### src/rtl/prio_vec_pkg.sv
package prio_vec_pkg;

  localparam int NUM_SRC  = 14;
  localparam int NUM_LINE = 8;
  localparam int DATA_W   = 16;

  typedef enum logic [1:0] {
    RA_ENABLE = 2'd0,
    RA_STATUS = 2'd1,
    RA_CLEAR  = 2'd2,
    RA_FIQSEL = 2'd3
  } reg_addr_e;

  typedef enum logic [2:0] {
    VK_IDLE,
    VK_RESET,
    VK_BREAK,
    VK_FIQ,
    VK_IRQ
  } vec_kind_e;

  // Source bit to interrupt line routing.
  function automatic int src_line(input int s);
    case (s)
      0, 1, 4, 5: src_line = 7;
      2:          src_line = 1;
      3:          src_line = 0;
      6:          src_line = 6;
      7, 8:       src_line = 5;
      9, 10, 13:  src_line = 3;
      11, 12:     src_line = 2;
      default:    src_line = s % NUM_LINE;
    endcase
  endfunction

  // Vector address: lines occupy the top n_line words, then reset, FIQ, break below.
  function automatic logic [DATA_W-1:0] vec_addr(input vec_kind_e k, input int line,
                                                  input int n_line);
    logic [DATA_W-1:0] base;
    base = '1 - DATA_W'(n_line) + DATA_W'(1);
    case (k)
      VK_RESET: vec_addr = base - DATA_W'(1);
      VK_FIQ:   vec_addr = base - DATA_W'(2);
      VK_BREAK: vec_addr = base - DATA_W'(3);
      VK_IRQ:   vec_addr = base + DATA_W'(line);
      default:  vec_addr = '0;
    endcase
  endfunction

endpackage

### src/rtl/prio_vec_srcreg.sv
module prio_vec_srcreg
  import prio_vec_pkg::*;
#(
  parameter int N_SRC  = NUM_SRC,
  parameter int N_LINE = NUM_LINE,
  parameter int DW     = DATA_W,
  parameter int FW     = $clog2(NUM_LINE) + 1
) (
  input  logic              clk,
  input  logic              rst_n,
  input  logic [N_SRC-1:0]  src_req,
  input  logic              wr_en,
  input  logic [1:0]        wr_addr,
  input  logic [DW-1:0]     wr_data,
  output logic [N_SRC-1:0]  en_q,
  output logic [N_SRC-1:0]  st_q,
  output logic [FW-1:0]     fsel_q,
  output logic [N_SRC-1:0]  edge_o
);

  logic [N_SRC-1:0] prev_q;
  logic [N_SRC-1:0] clr_m;
  logic [N_SRC-1:0] set_m;
  logic             wr_en_reg;
  logic             wr_fsel;

  assign edge_o    = src_req & ~prev_q;
  assign clr_m     = (wr_en && wr_addr == RA_CLEAR)  ? wr_data[N_SRC-1:0] : '0;
  assign set_m     = (wr_en && wr_addr == RA_STATUS) ? wr_data[N_SRC-1:0] : '0;
  assign wr_en_reg = wr_en && wr_addr == RA_ENABLE;
  assign wr_fsel   = wr_en && wr_addr == RA_FIQSEL;

  always_ff @(posedge clk) begin
    if (!rst_n) begin
      prev_q <= '0;
      st_q   <= '0;
      en_q   <= '0;
      fsel_q <= FW'(N_LINE);
    end else begin
      prev_q <= src_req;
      st_q   <= (st_q & ~clr_m) | edge_o | set_m;
      if (wr_en_reg) en_q   <= wr_data[N_SRC-1:0];
      if (wr_fsel)   fsel_q <= wr_data[FW-1:0];
    end
  end

endmodule

### src/rtl/prio_vec_group.sv
module prio_vec_group
  import prio_vec_pkg::*;
#(
  parameter int N_SRC  = NUM_SRC,
  parameter int N_LINE = NUM_LINE,
  parameter int FW     = $clog2(NUM_LINE) + 1,
  parameter int LW     = $clog2(NUM_LINE)
) (
  input  logic [N_SRC-1:0]  st,
  input  logic [N_SRC-1:0]  en,
  input  logic [FW-1:0]     fsel,
  output logic [N_LINE-1:0] line_o,
  output logic              fiq_o
);

  logic [N_SRC-1:0]  act;
  logic [N_LINE-1:0] raw;
  logic [N_LINE-1:0] steal;
  logic              fsel_hit;

  assign act      = st & en;
  assign fsel_hit = int'(fsel) < N_LINE;

  always_comb begin
    raw = '0;
    for (int s = 0; s < N_SRC; s++) begin
      raw[LW'(src_line(s))] = raw[LW'(src_line(s))] | act[s];
    end
  end

  for (genvar l = 0; l < N_LINE; l++) begin : g_line
    assign steal[l]  = fsel_hit && (fsel[LW-1:0] == LW'(l));
    assign line_o[l] = raw[l] & ~steal[l];
  end

  assign fiq_o = |(raw & steal);

endmodule

### src/rtl/prio_vec_sel.sv
module prio_vec_sel
  import prio_vec_pkg::*;
#(
  parameter int N_LINE = NUM_LINE,
  parameter int DW     = DATA_W,
  parameter int LW     = $clog2(NUM_LINE)
) (
  input  logic              rst_pend,
  input  logic              brk_pend,
  input  logic              fiq,
  input  logic [N_LINE-1:0] lines,
  output vec_kind_e         kind,
  output logic [DW-1:0]     vec,
  output logic              req
);

  logic [LW-1:0] idx;

  always_comb begin
    kind = VK_IDLE;
    idx  = '0;
    for (int l = N_LINE - 1; l >= 0; l--) begin
      if (lines[l]) begin
        kind = VK_IRQ;
        idx  = LW'(l);
      end
    end
    if (fiq)      kind = VK_FIQ;
    if (brk_pend) kind = VK_BREAK;
    if (rst_pend) kind = VK_RESET;
  end

  assign vec = vec_addr(kind, int'(idx), N_LINE);
  assign req = kind != VK_IDLE;

endmodule

### src/rtl/prio_vec_evt.sv
module prio_vec_evt
  import prio_vec_pkg::*;
(
  input  logic      clk,
  input  logic      rst_n,
  input  logic      rst_evt,
  input  logic      brk_evt,
  input  logic      ack,
  input  vec_kind_e kind,
  output logic      rst_pend,
  output logic      brk_pend
);

  logic take_rst;
  logic take_brk;

  assign take_rst = ack && kind == VK_RESET;
  assign take_brk = ack && kind == VK_BREAK;

  always_ff @(posedge clk) begin
    if (!rst_n) begin
      rst_pend <= 1'b0;
      brk_pend <= 1'b0;
    end else begin
      rst_pend <= rst_evt | (rst_pend & ~take_rst);
      brk_pend <= brk_evt | (brk_pend & ~take_brk);
    end
  end

endmodule

### src/rtl/prio_vec_ctrl.sv
module prio_vec_ctrl
  import prio_vec_pkg::*;
#(
  parameter int N_SRC  = NUM_SRC,
  parameter int N_LINE = NUM_LINE,
  parameter int DW     = DATA_W,
  localparam int LW    = $clog2(N_LINE),
  localparam int FW    = LW + 1
) (
  input  logic              clk,
  input  logic              rst_n,
  input  logic [N_SRC-1:0]  src_req,
  input  logic              brk_evt,
  input  logic              rst_evt,
  input  logic              wr_en,
  input  logic [1:0]        wr_addr,
  input  logic [DW-1:0]     wr_data,
  input  logic [1:0]        rd_addr,
  output logic [DW-1:0]     rd_data,
  output logic [N_LINE-1:0] irq_line,
  output logic              fiq_line,
  output logic              irq_req,
  output logic [DW-1:0]     irq_vec,
  input  logic              irq_ack
);

  logic [N_SRC-1:0]  en_q;
  logic [N_SRC-1:0]  st_q;
  logic [FW-1:0]     fsel_q;
  logic [N_SRC-1:0]  edge_w;
  logic [N_LINE-1:0] line_w;
  logic              fiq_w;
  logic              rst_pend;
  logic              brk_pend;
  vec_kind_e         kind_w;

  prio_vec_srcreg #(.N_SRC(N_SRC), .N_LINE(N_LINE), .DW(DW), .FW(FW)) u_srcreg (
    .clk     (clk),
    .rst_n   (rst_n),
    .src_req (src_req),
    .wr_en   (wr_en),
    .wr_addr (wr_addr),
    .wr_data (wr_data),
    .en_q    (en_q),
    .st_q    (st_q),
    .fsel_q  (fsel_q),
    .edge_o  (edge_w)
  );

  prio_vec_group #(.N_SRC(N_SRC), .N_LINE(N_LINE), .FW(FW), .LW(LW)) u_group (
    .st     (st_q),
    .en     (en_q),
    .fsel   (fsel_q),
    .line_o (line_w),
    .fiq_o  (fiq_w)
  );

  prio_vec_sel #(.N_LINE(N_LINE), .DW(DW), .LW(LW)) u_sel (
    .rst_pend (rst_pend),
    .brk_pend (brk_pend),
    .fiq      (fiq_w),
    .lines    (line_w),
    .kind     (kind_w),
    .vec      (irq_vec),
    .req      (irq_req)
  );

  prio_vec_evt u_evt (
    .clk      (clk),
    .rst_n    (rst_n),
    .rst_evt  (rst_evt),
    .brk_evt  (brk_evt),
    .ack      (irq_ack),
    .kind     (kind_w),
    .rst_pend (rst_pend),
    .brk_pend (brk_pend)
  );

  always_comb begin
    case (rd_addr)
      RA_ENABLE: rd_data = DW'(en_q);
      RA_STATUS: rd_data = DW'(st_q);
      RA_FIQSEL: rd_data = DW'(fsel_q);
      default:   rd_data = '0;
    endcase
  end

  assign irq_line = line_w;
  assign fiq_line = fiq_w;

endmodule

### config.mk
export PLATFORM = sky130hd
export DESIGN_NAME = prio_vec_ctrl
export DESIGN_NICKNAME = d
export VERILOG_FILES = /design/src/rtl/prio_vec_pkg.sv /design/src/rtl/prio_vec_srcreg.sv /design/src/rtl/prio_vec_group.sv /design/src/rtl/prio_vec_sel.sv /design/src/rtl/prio_vec_evt.sv /design/src/rtl/prio_vec_ctrl.sv
export SDC_FILE = /design/constraint.sdc
export NUM_CORES = 1
export LEC_CHECK = 0
export ABC_AREA = 1
export BUFFER_PORTS_ARGS = -buffer_cell sky130_fd_sc_hd__buf_2
export CORE_MARGIN = 2
export CORE_UTILIZATION = 47
export CTS_BUF_LIST = sky130_fd_sc_hd__clkbuf_4
export DETAILED_ROUTE_END_ITERATION = 16
export PLACE_DENSITY = 0.79
export SYNTH_ARGS = -nofsm -noshare
export SYNTH_HDL_FRONTEND = slang
export SYNTH_SLANG_ARGS = --single-unit
### constraint.sdc
create_clock -name clk -period 1.6 [get_ports clk]
set_input_delay 0.24 -clock clk [delete_from_list [all_inputs] [get_ports clk]]
set_output_delay 0.24 -clock clk [all_outputs]
set_load 0.02 [all_outputs]
Word-level counts from Yosys, hierarchy flattened
Cells that the tools add are included.
- register bits: 48
- input bits: 40
- $add $sub $neg: 1
- order comparisons: 1
- reductions and logical operators: 19
- equal/unequal tests: 16
- mux-type cells: 15
- bitwise operators: 25
- operators by type and width (kind ; number):
    $pmux 16 s4 ; 1
    $and 14x14->14 ; 3
    $pmux 14 s3 ; 1
    $mux 14 ; 2
    $not 14->14 ; 2
    $or 14x14->14 ; 2
    $mux 3 ; 7
    $eq 3x3->1 const B ; 5
    $logic_and 1x1->1 ; 14
    $eq 3x2->1 const B ; 4
    $and 4x8->8 ; 1
    $mux 2 ; 4
    $reduce_or 8->1 ; 1
    $and 1x1->1 ; 6
    $eq 2x2->1 const B ; 3
    $eq 3x1->1 const B ; 2
    $not 1->1 ; 6
    $add 4x3->5 const A ; 1
    $or 1x1->1 ; 5
    $eq 2x1->1 const B ; 2
    $logic_not 2->1 ; 2
    $lt 4x4->1 const B ; 1
    $logic_not 3->1 ; 1
    $reduce_bool 3->1 ; 1

Logic depth before layout (Yosys ltp)
- depth in word-level cells: 16
- depth in mapped cells: 9

Hierarchy
A second synthesis with hierarchy kept.
- cells, all modules: 437
- area, all modules: 2882.8 µm²
- by module, submodules not included (module ; area an instance (µm²) ; cells an instance ; times used):
    prio_vec_srcreg ; 2054.5 ; 276 ; 1
    prio_vec_ctrl ; 276.5 ; 55 ; 1
    prio_vec_sel ; 272.8 ; 54 ; 1
    prio_vec_group ; 170.2 ; 35 ; 1
    prio_vec_evt ; 108.9 ; 17 ; 1

Worst setup path after synthesis
No wires, ideal clock.
- path type: register to output
- start: reg u_srcreg.fsel_q[2]
- end: out irq_vec[10]
- cell stages (with the launch flop): 8
- slack: -0.325 ns
- required time: 1.360 ns
- path buffers: 1
- data arrival time: 1.685 ns
- path through: dfxtp_1 > nor2_4 > nand3_1 > nand2_1 > nand2_1 > nor2_2 > nand4_1 > buf_4
- longest elaborated chain between the ends: 13
- ends and longest elaborated chain (element ; line ; text):
    start: declaration ; prio_vec_srcreg.sv:17 ; output logic [FW-1:0] fsel_q,
    start signal: assignment ; prio_vec_srcreg.sv:38 ; fsel_q <= FW'(N_LINE);
    start signal: assignment ; prio_vec_srcreg.sv:43 ; if (wr_fsel) fsel_q <= wr_data[FW-1:0];
    $lt 4x4->1 or $eq 3x2->1 (tied branches) ; prio_vec_group.sv:22, prio_vec_group.sv:32 ;
    $logic_and 1x1->1 ; prio_vec_group.sv:32 ; assign steal[l] = fsel_hit && (fsel[LW-1:0] == LW'(l));
    $not 1->1 ; prio_vec_group.sv:33 ; assign line_o[l] = raw[l] & ~steal[l];
    $and 1x1->1 ; prio_vec_group.sv:33 ;
    $mux 3 (4 in series) ; prio_vec_sel.sv:23 ; if (lines[l]) begin
    $mux 3 ; prio_vec_sel.sv:28 ; if (fiq) kind = VK_FIQ;
    $mux 3 ; prio_vec_sel.sv:29 ; if (brk_pend) kind = VK_BREAK;
    $mux 3 ; prio_vec_sel.sv:30 ; if (rst_pend) kind = VK_RESET;
    $eq 3x3->1 (tied with other cells) ; prio_vec_pkg.sv:41 ; case (k)
    $pmux 16 s4 * ; prio_vec_pkg.sv:41 ;
    end: declaration ; prio_vec_ctrl.sv:23 ; output logic [DW-1:0] irq_vec,
Mark *: on every way between the ends. The rest lies on a longest branch, timed or not.

Final worst setup path
- start: reg u_srcreg.fsel_q[2]
- end: out irq_vec[14]
The elaborated chain is that of the path after synthesis.

==> flow_summary.html <==
<table>
<tr><th>Metric</th><th>Value</th></tr>
<tr><th colspan="2">Floorplan</th></tr>
<tr><td>Area enclosed by the die boundary</td><td>5581 um^2</td></tr>
<tr><td>Die Span X</td><td>74.71 um</td></tr>
<tr><td>Die height</td><td>74.71 um</td></tr>
<tr><td>Core Box Area</td><td>4786 um^2</td></tr>
<tr><td>Std-Cell Rows</td><td>25</td></tr>
<tr><td>Number of top-level pins</td><td>82</td></tr>
<tr><td>Initial cell density of the core</td><td>49.10%</td></tr>
<tr><th colspan="2">Global route</th></tr>
<tr><td>Global route total overflow</td><td>0</td></tr>
<tr><td>All-layer global routing usage</td><td>20.31%</td></tr>
<tr><td>First-pass GRT wire length</td><td>8721 um</td></tr>
<tr><td>Vias in the first global route</td><td>2083</td></tr>
<tr><td>Number of antenna violations at the first check in global routing</td><td>0</td></tr>
<tr><td>Maximum number of pins on one net before global-route repair</td><td>33</td></tr>
<tr><th colspan="2">Timing</th></tr>
<tr><td>Final setup violation count</td><td>20</td></tr>
<tr><td>Rel. slew slack</td><td>62.38%</td></tr>
<tr><td>Final worst clock skew</td><td>0.0007103 ns</td></tr>
<tr><td>Setup repair after global routing missed its margin</td><td>true</td></tr>
<tr><td>Setup Total Neg Slack</td><td>-5.603 ns</td></tr>
<tr><td>Hold Slack</td><td>0.06324 ns</td></tr>
<tr><td>Final WS setup</td><td>-0.3488 ns</td></tr>
<tr><td>Count of pins over their slew limit</td><td>0</td></tr>
<tr><td>Worst-margin pin slew</td><td>0.5637 ns</td></tr>
<tr><td>Final critical path time including I/O delays and setup</td><td>1.949 ns</td></tr>
<tr><td>Final Hold Fails</td><td>0</td></tr>
<tr><td>Maximum frequency from static timing analysis</td><td>513.1 MHz</td></tr>
<tr><td>Tcrit/Tclk final</td><td>121.8%</td></tr>
<tr><th colspan="2">Hold path</th></tr>
<tr><td>Worst hold-check path type</td><td>in2reg</td></tr>
<tr><td>Destination of the worst hold path</td><td>u_srcreg.prev_q[0]$_SDFF_PN0_</td></tr>
<tr><td>Worst Min Path Start</td><td>src_req[0]</td></tr>
<tr><td>Depth of the worst hold-timing path</td><td>3</td></tr>
<tr><th colspan="2">Logic synthesis</th></tr>
<tr><td>Top cell type's share of synthesized area</td><td>40.89%</td></tr>
<tr><td>Library cell occupying the most area in the post-synthesis netlist</td><td>dfxtp_1</td></tr>
<tr><td>Mean instance size in the synthesized netlist</td><td>7.275 um^2</td></tr>
<tr><td>Share of synthesized area occupied by flip-flops and latches</td><td>40.89%</td></tr>
<tr><td>Count of unique library cells instantiated by Yosys</td><td>27</td></tr>
<tr><td>Synth Warn #</td><td>0</td></tr>
<tr><td>Flip-flop and latch count after synthesis</td><td>48</td></tr>
<tr><td>Cell types occupying the most area after synthesis</td><td>dfxtp_1 41%, nand2_1 12%, inv_1 8.9%</td></tr>
<tr><td>Syn Std Cell Area</td><td>2350 um^2</td></tr>
<tr><td>Synthesized netlist cell count</td><td>323</td></tr>
<tr><th colspan="2">Clock tree</th></tr>
<tr><td>Cts bufs inserted</td><td>5</td></tr>
<tr><td>Depth of the CTS H-tree</td><td>2</td></tr>
<tr><td>Clock Path Buffers</td><td>2</td></tr>
<tr><td>CTS tree</td><td>built</td></tr>
<tr><td>TritonCTS Sinks</td><td>48</td></tr>
<tr><td>CTS root buffer</td><td>clkbuf_4</td></tr>
<tr><td>Clock latency of the later-clocked register in the worst-skew pair</td><td>0.36 ns</td></tr>
<tr><td>Clk pin slew, worst setup/hold paths</td><td>0.13 ns</td></tr>
<tr><td>Hold-fix buffers, CTS</td><td>0</td></tr>
<tr><th colspan="2">Layout</th></tr>
<tr><td>Layout cell share with drive strength beyond 1</td><td>35.64%</td></tr>
<tr><td>Commonest cells after routing, fill and taps aside</td><td>68 x nand2_1, 61 x buf_2, 54 x inv_1, 40 x dfxtp_1, 27 x buf_4</td></tr>
<tr><td>Fill cell total of the finished layout</td><td>450</td></tr>
<tr><td>Multi-input gate area in the final layout</td><td>1065 um^2</td></tr>
<tr><td>Area delta synth-&gt;final</td><td>28.38%</td></tr>
<tr><td>Fin nets</td><td>445</td></tr>
<tr><td>Antenna Diode Count</td><td>0</td></tr>
<tr><td>Sequential cell area</td><td>973.4 um^2</td></tr>
<tr><td>Most frequent standard cell in the layout excluding fill and tap cells</td><td>nand2_1</td></tr>
<tr><th colspan="2">Route</th></tr>
<tr><td>Final wirelength</td><td>5457 um</td></tr>
<tr><td>DR WL/cell</td><td>11.59 um</td></tr>
<tr><td>Count of antenna-violating nets left after detailed routing</td><td>0</td></tr>
<tr><td>Pre-antenna DRT Iters</td><td>4</td></tr>
<tr><td>DRC violation total after the first TritonRoute iteration</td><td>95</td></tr>
<tr><td>Total via count in the routed design</td><td>2288</td></tr>
<tr><td>Routed via count divided by cell count</td><td>4.858</td></tr>
<tr><td>Number of remaining DRC errors</td><td>0</td></tr>
<tr><th colspan="2">Place</th></tr>
<tr><td>Worst setup slack after placement</td><td>-0.1012 ns</td></tr>
<tr><td>DP Wirelength</td><td>3877 um</td></tr>
<tr><td>I/O Buffers</td><td>73</td></tr>
<tr><td>RD Place Congestion</td><td>0.8940</td></tr>
<tr><th colspan="2">Power and ir drop</th></tr>
<tr><td>Maximum vdd ir drop</td><td>0.5948 mV</td></tr>
<tr><td>Leakage power figure</td><td>1.599 nW</td></tr>
<tr><td>Combinational share of power</td><td>23.3%</td></tr>
<tr><td>Clock network power share</td><td>25.9%</td></tr>
<tr><td>Sequential power share</td><td>50.8%</td></tr>
<tr><td>Fraction of power spent switching nets</td><td>29.39%</td></tr>
<tr><td>Sw power</td><td>0.0007605 W</td></tr>
<tr><td>Power density of the placed cells</td><td>857.6 nW/um^2</td></tr>
<tr><td>Internal power contribution</td><td>0.001827 W</td></tr>
<tr><th colspan="2">Critical path</th></tr>
<tr><td>Highest fanout seen on the critical path</td><td>12</td></tr>
<tr><td>Crit Path Class</td><td>reg2out</td></tr>
<tr><td>R2r startpoint</td><td>u_evt.rst_pend$_SDFF_PN0_</td></tr>
<tr><td>Critical path data arrival time</td><td>1.71 ns</td></tr>
<tr><td>Source of the critical timing path</td><td>u_srcreg.fsel_q[2]$_SDFFE_PN0P_</td></tr>
<tr><td>Worst Setup End Kind</td><td>output pin</td></tr>
<tr><td>CP startpoint kind</td><td>register</td></tr>
<tr><td>Register-to-Register Setup Slack</td><td>0.72 ns</td></tr>
<tr><td>Worst path required time</td><td>1.36 ns</td></tr>
<tr><td>FF-to-FF End</td><td>u_evt.brk_pend$_SDFF_PN0_</td></tr>
<tr><td>Number of cell instances on the worst register-to-register path</td><td>4</td></tr>
<tr><th colspan="2">Run status</th></tr>
<tr><td>Violations in the final reports</td><td>negative setup slack</td></tr>
<tr><td>Status</td><td>finished, violations left</td></tr>
<tr><th colspan="2">Run</th></tr>
<tr><td>MaxCap Viol Count</td><td>0</td></tr>
</table>
-- synthesized netlist by cell type (all sizes together) --
cell / n
clkbuf: 5
nand3: 13
a21oi: 18
o21ai: 31
conb: 1
buf: 22
inv: 58
nand4: 3
a31oi: 14
nand2: 79
a22o: 10
o21bai: 1
dfxtp: 48
o211ai: 4
nor3: 3
nor2: 13
-- worst max-delay path by stage --
stage	slack, ns	to	cells past startpoint
finish	-0.35	irq_vec[14]	8
global route	-0.49	irq_vec[11]	8
CTS	-0.32	irq_vec[14]	8
detailed placement	-0.10	irq_vec[10]	7
global placement	-0.05	irq_vec[11]	8
floorplan	-0.28	irq_vec[10]	7
-- per-stage QoR --
| step | total power [W] | area (um^2) | util [%] | std cells |
|---|---|---|---|---|
| finish | 0.002587 | 3017 | 63.03 | 471 |
| global route | 0.002728 | 3017 | 63.03 | 471 |
| CTS | 0.002577 | 2912 | 60.84 | 466 |
| detailed placement | 0.001873 | 2735 | 57.15 | 453 |
| global placement | 0.001856 | 2735 | 57.15 | 453 |
| floorplan | 0.001735 | 2384 | - | 328 |
-- registers in the layout (all words and copies together), names as in the netlist --
signal / count
u_srcreg.st_q: 14
u_srcreg.fsel_q: 4
u_srcreg.en_q: 14
u_evt.rst_pend: 1
u_evt.brk_pend: 1
u_srcreg.prev_q: 14
-- per-layer routing --
layer,track usage [%],up-vias,wire (um)
li1,-,1174,-
met1,23.46,1040,2360
met2,37.07,65,2702
met3,5.890,9,330
met4,4.762,0,63
met5,0,-,0
-- final cells by class --
type / count / area share (%)
clock inverters: 1 / 0.9954
multi-input cells: 195 / 35.30
flip-flops and latches: 48 / 32.27
repair buffers: 97 / 20.20
clock buffers: 5 / 1.244
inverters: 58 / 7.217
well taps: 67 / 2.779
-- power groups by stage --
stage	logic, W	clock network (W)	registers, W
2_1_floorplan	0.000407	0	0.00133
3_3_place_gp	0.000520	0	0.00134
3_5_place_dp	0.000534	0	0.00134
4_1_cts	0.000575	0.000689	0.00131
5_1_grt	0.000663	0.000741	0.00132
6_report	0.000602	0.000670	0.00132
-- critical path: stages, from the launching register on --
cell,delay (ns)
dfxtp_2,0.35
nor2_4,0.18
nand3_2,0.11
nand2_2,0.10
nand2_2,0.07
nor2_2,0.14
nand4_1,0.11
buf_6,0.16
buf_2,0.15
-- cell families (layout without fill, tap and decap cells) --
| group | after synthesis | count (layout) | synth area share, % |
|---|---|---|---|
| AO/OA/AOI/OAI | 78 | 78 | 20.45 |
| buffers and inverters | 85 | 161 | 17.25 |
| flip-flops | 48 | 48 | 40.89 |
| other | 1 | 6 | 0.1596 |
| AND/OR/NAND/NOR | 111 | 111 | 21.25 |
-- repair_timing --
action	4_1_cts	5_1_grt
resized for setup	21	21
setup endpoints to repair	20	22
cloned	0	0
setup buffers	7	5
pin swaps	6	5
Note: power is estimated with default switching activity, not from simulation.
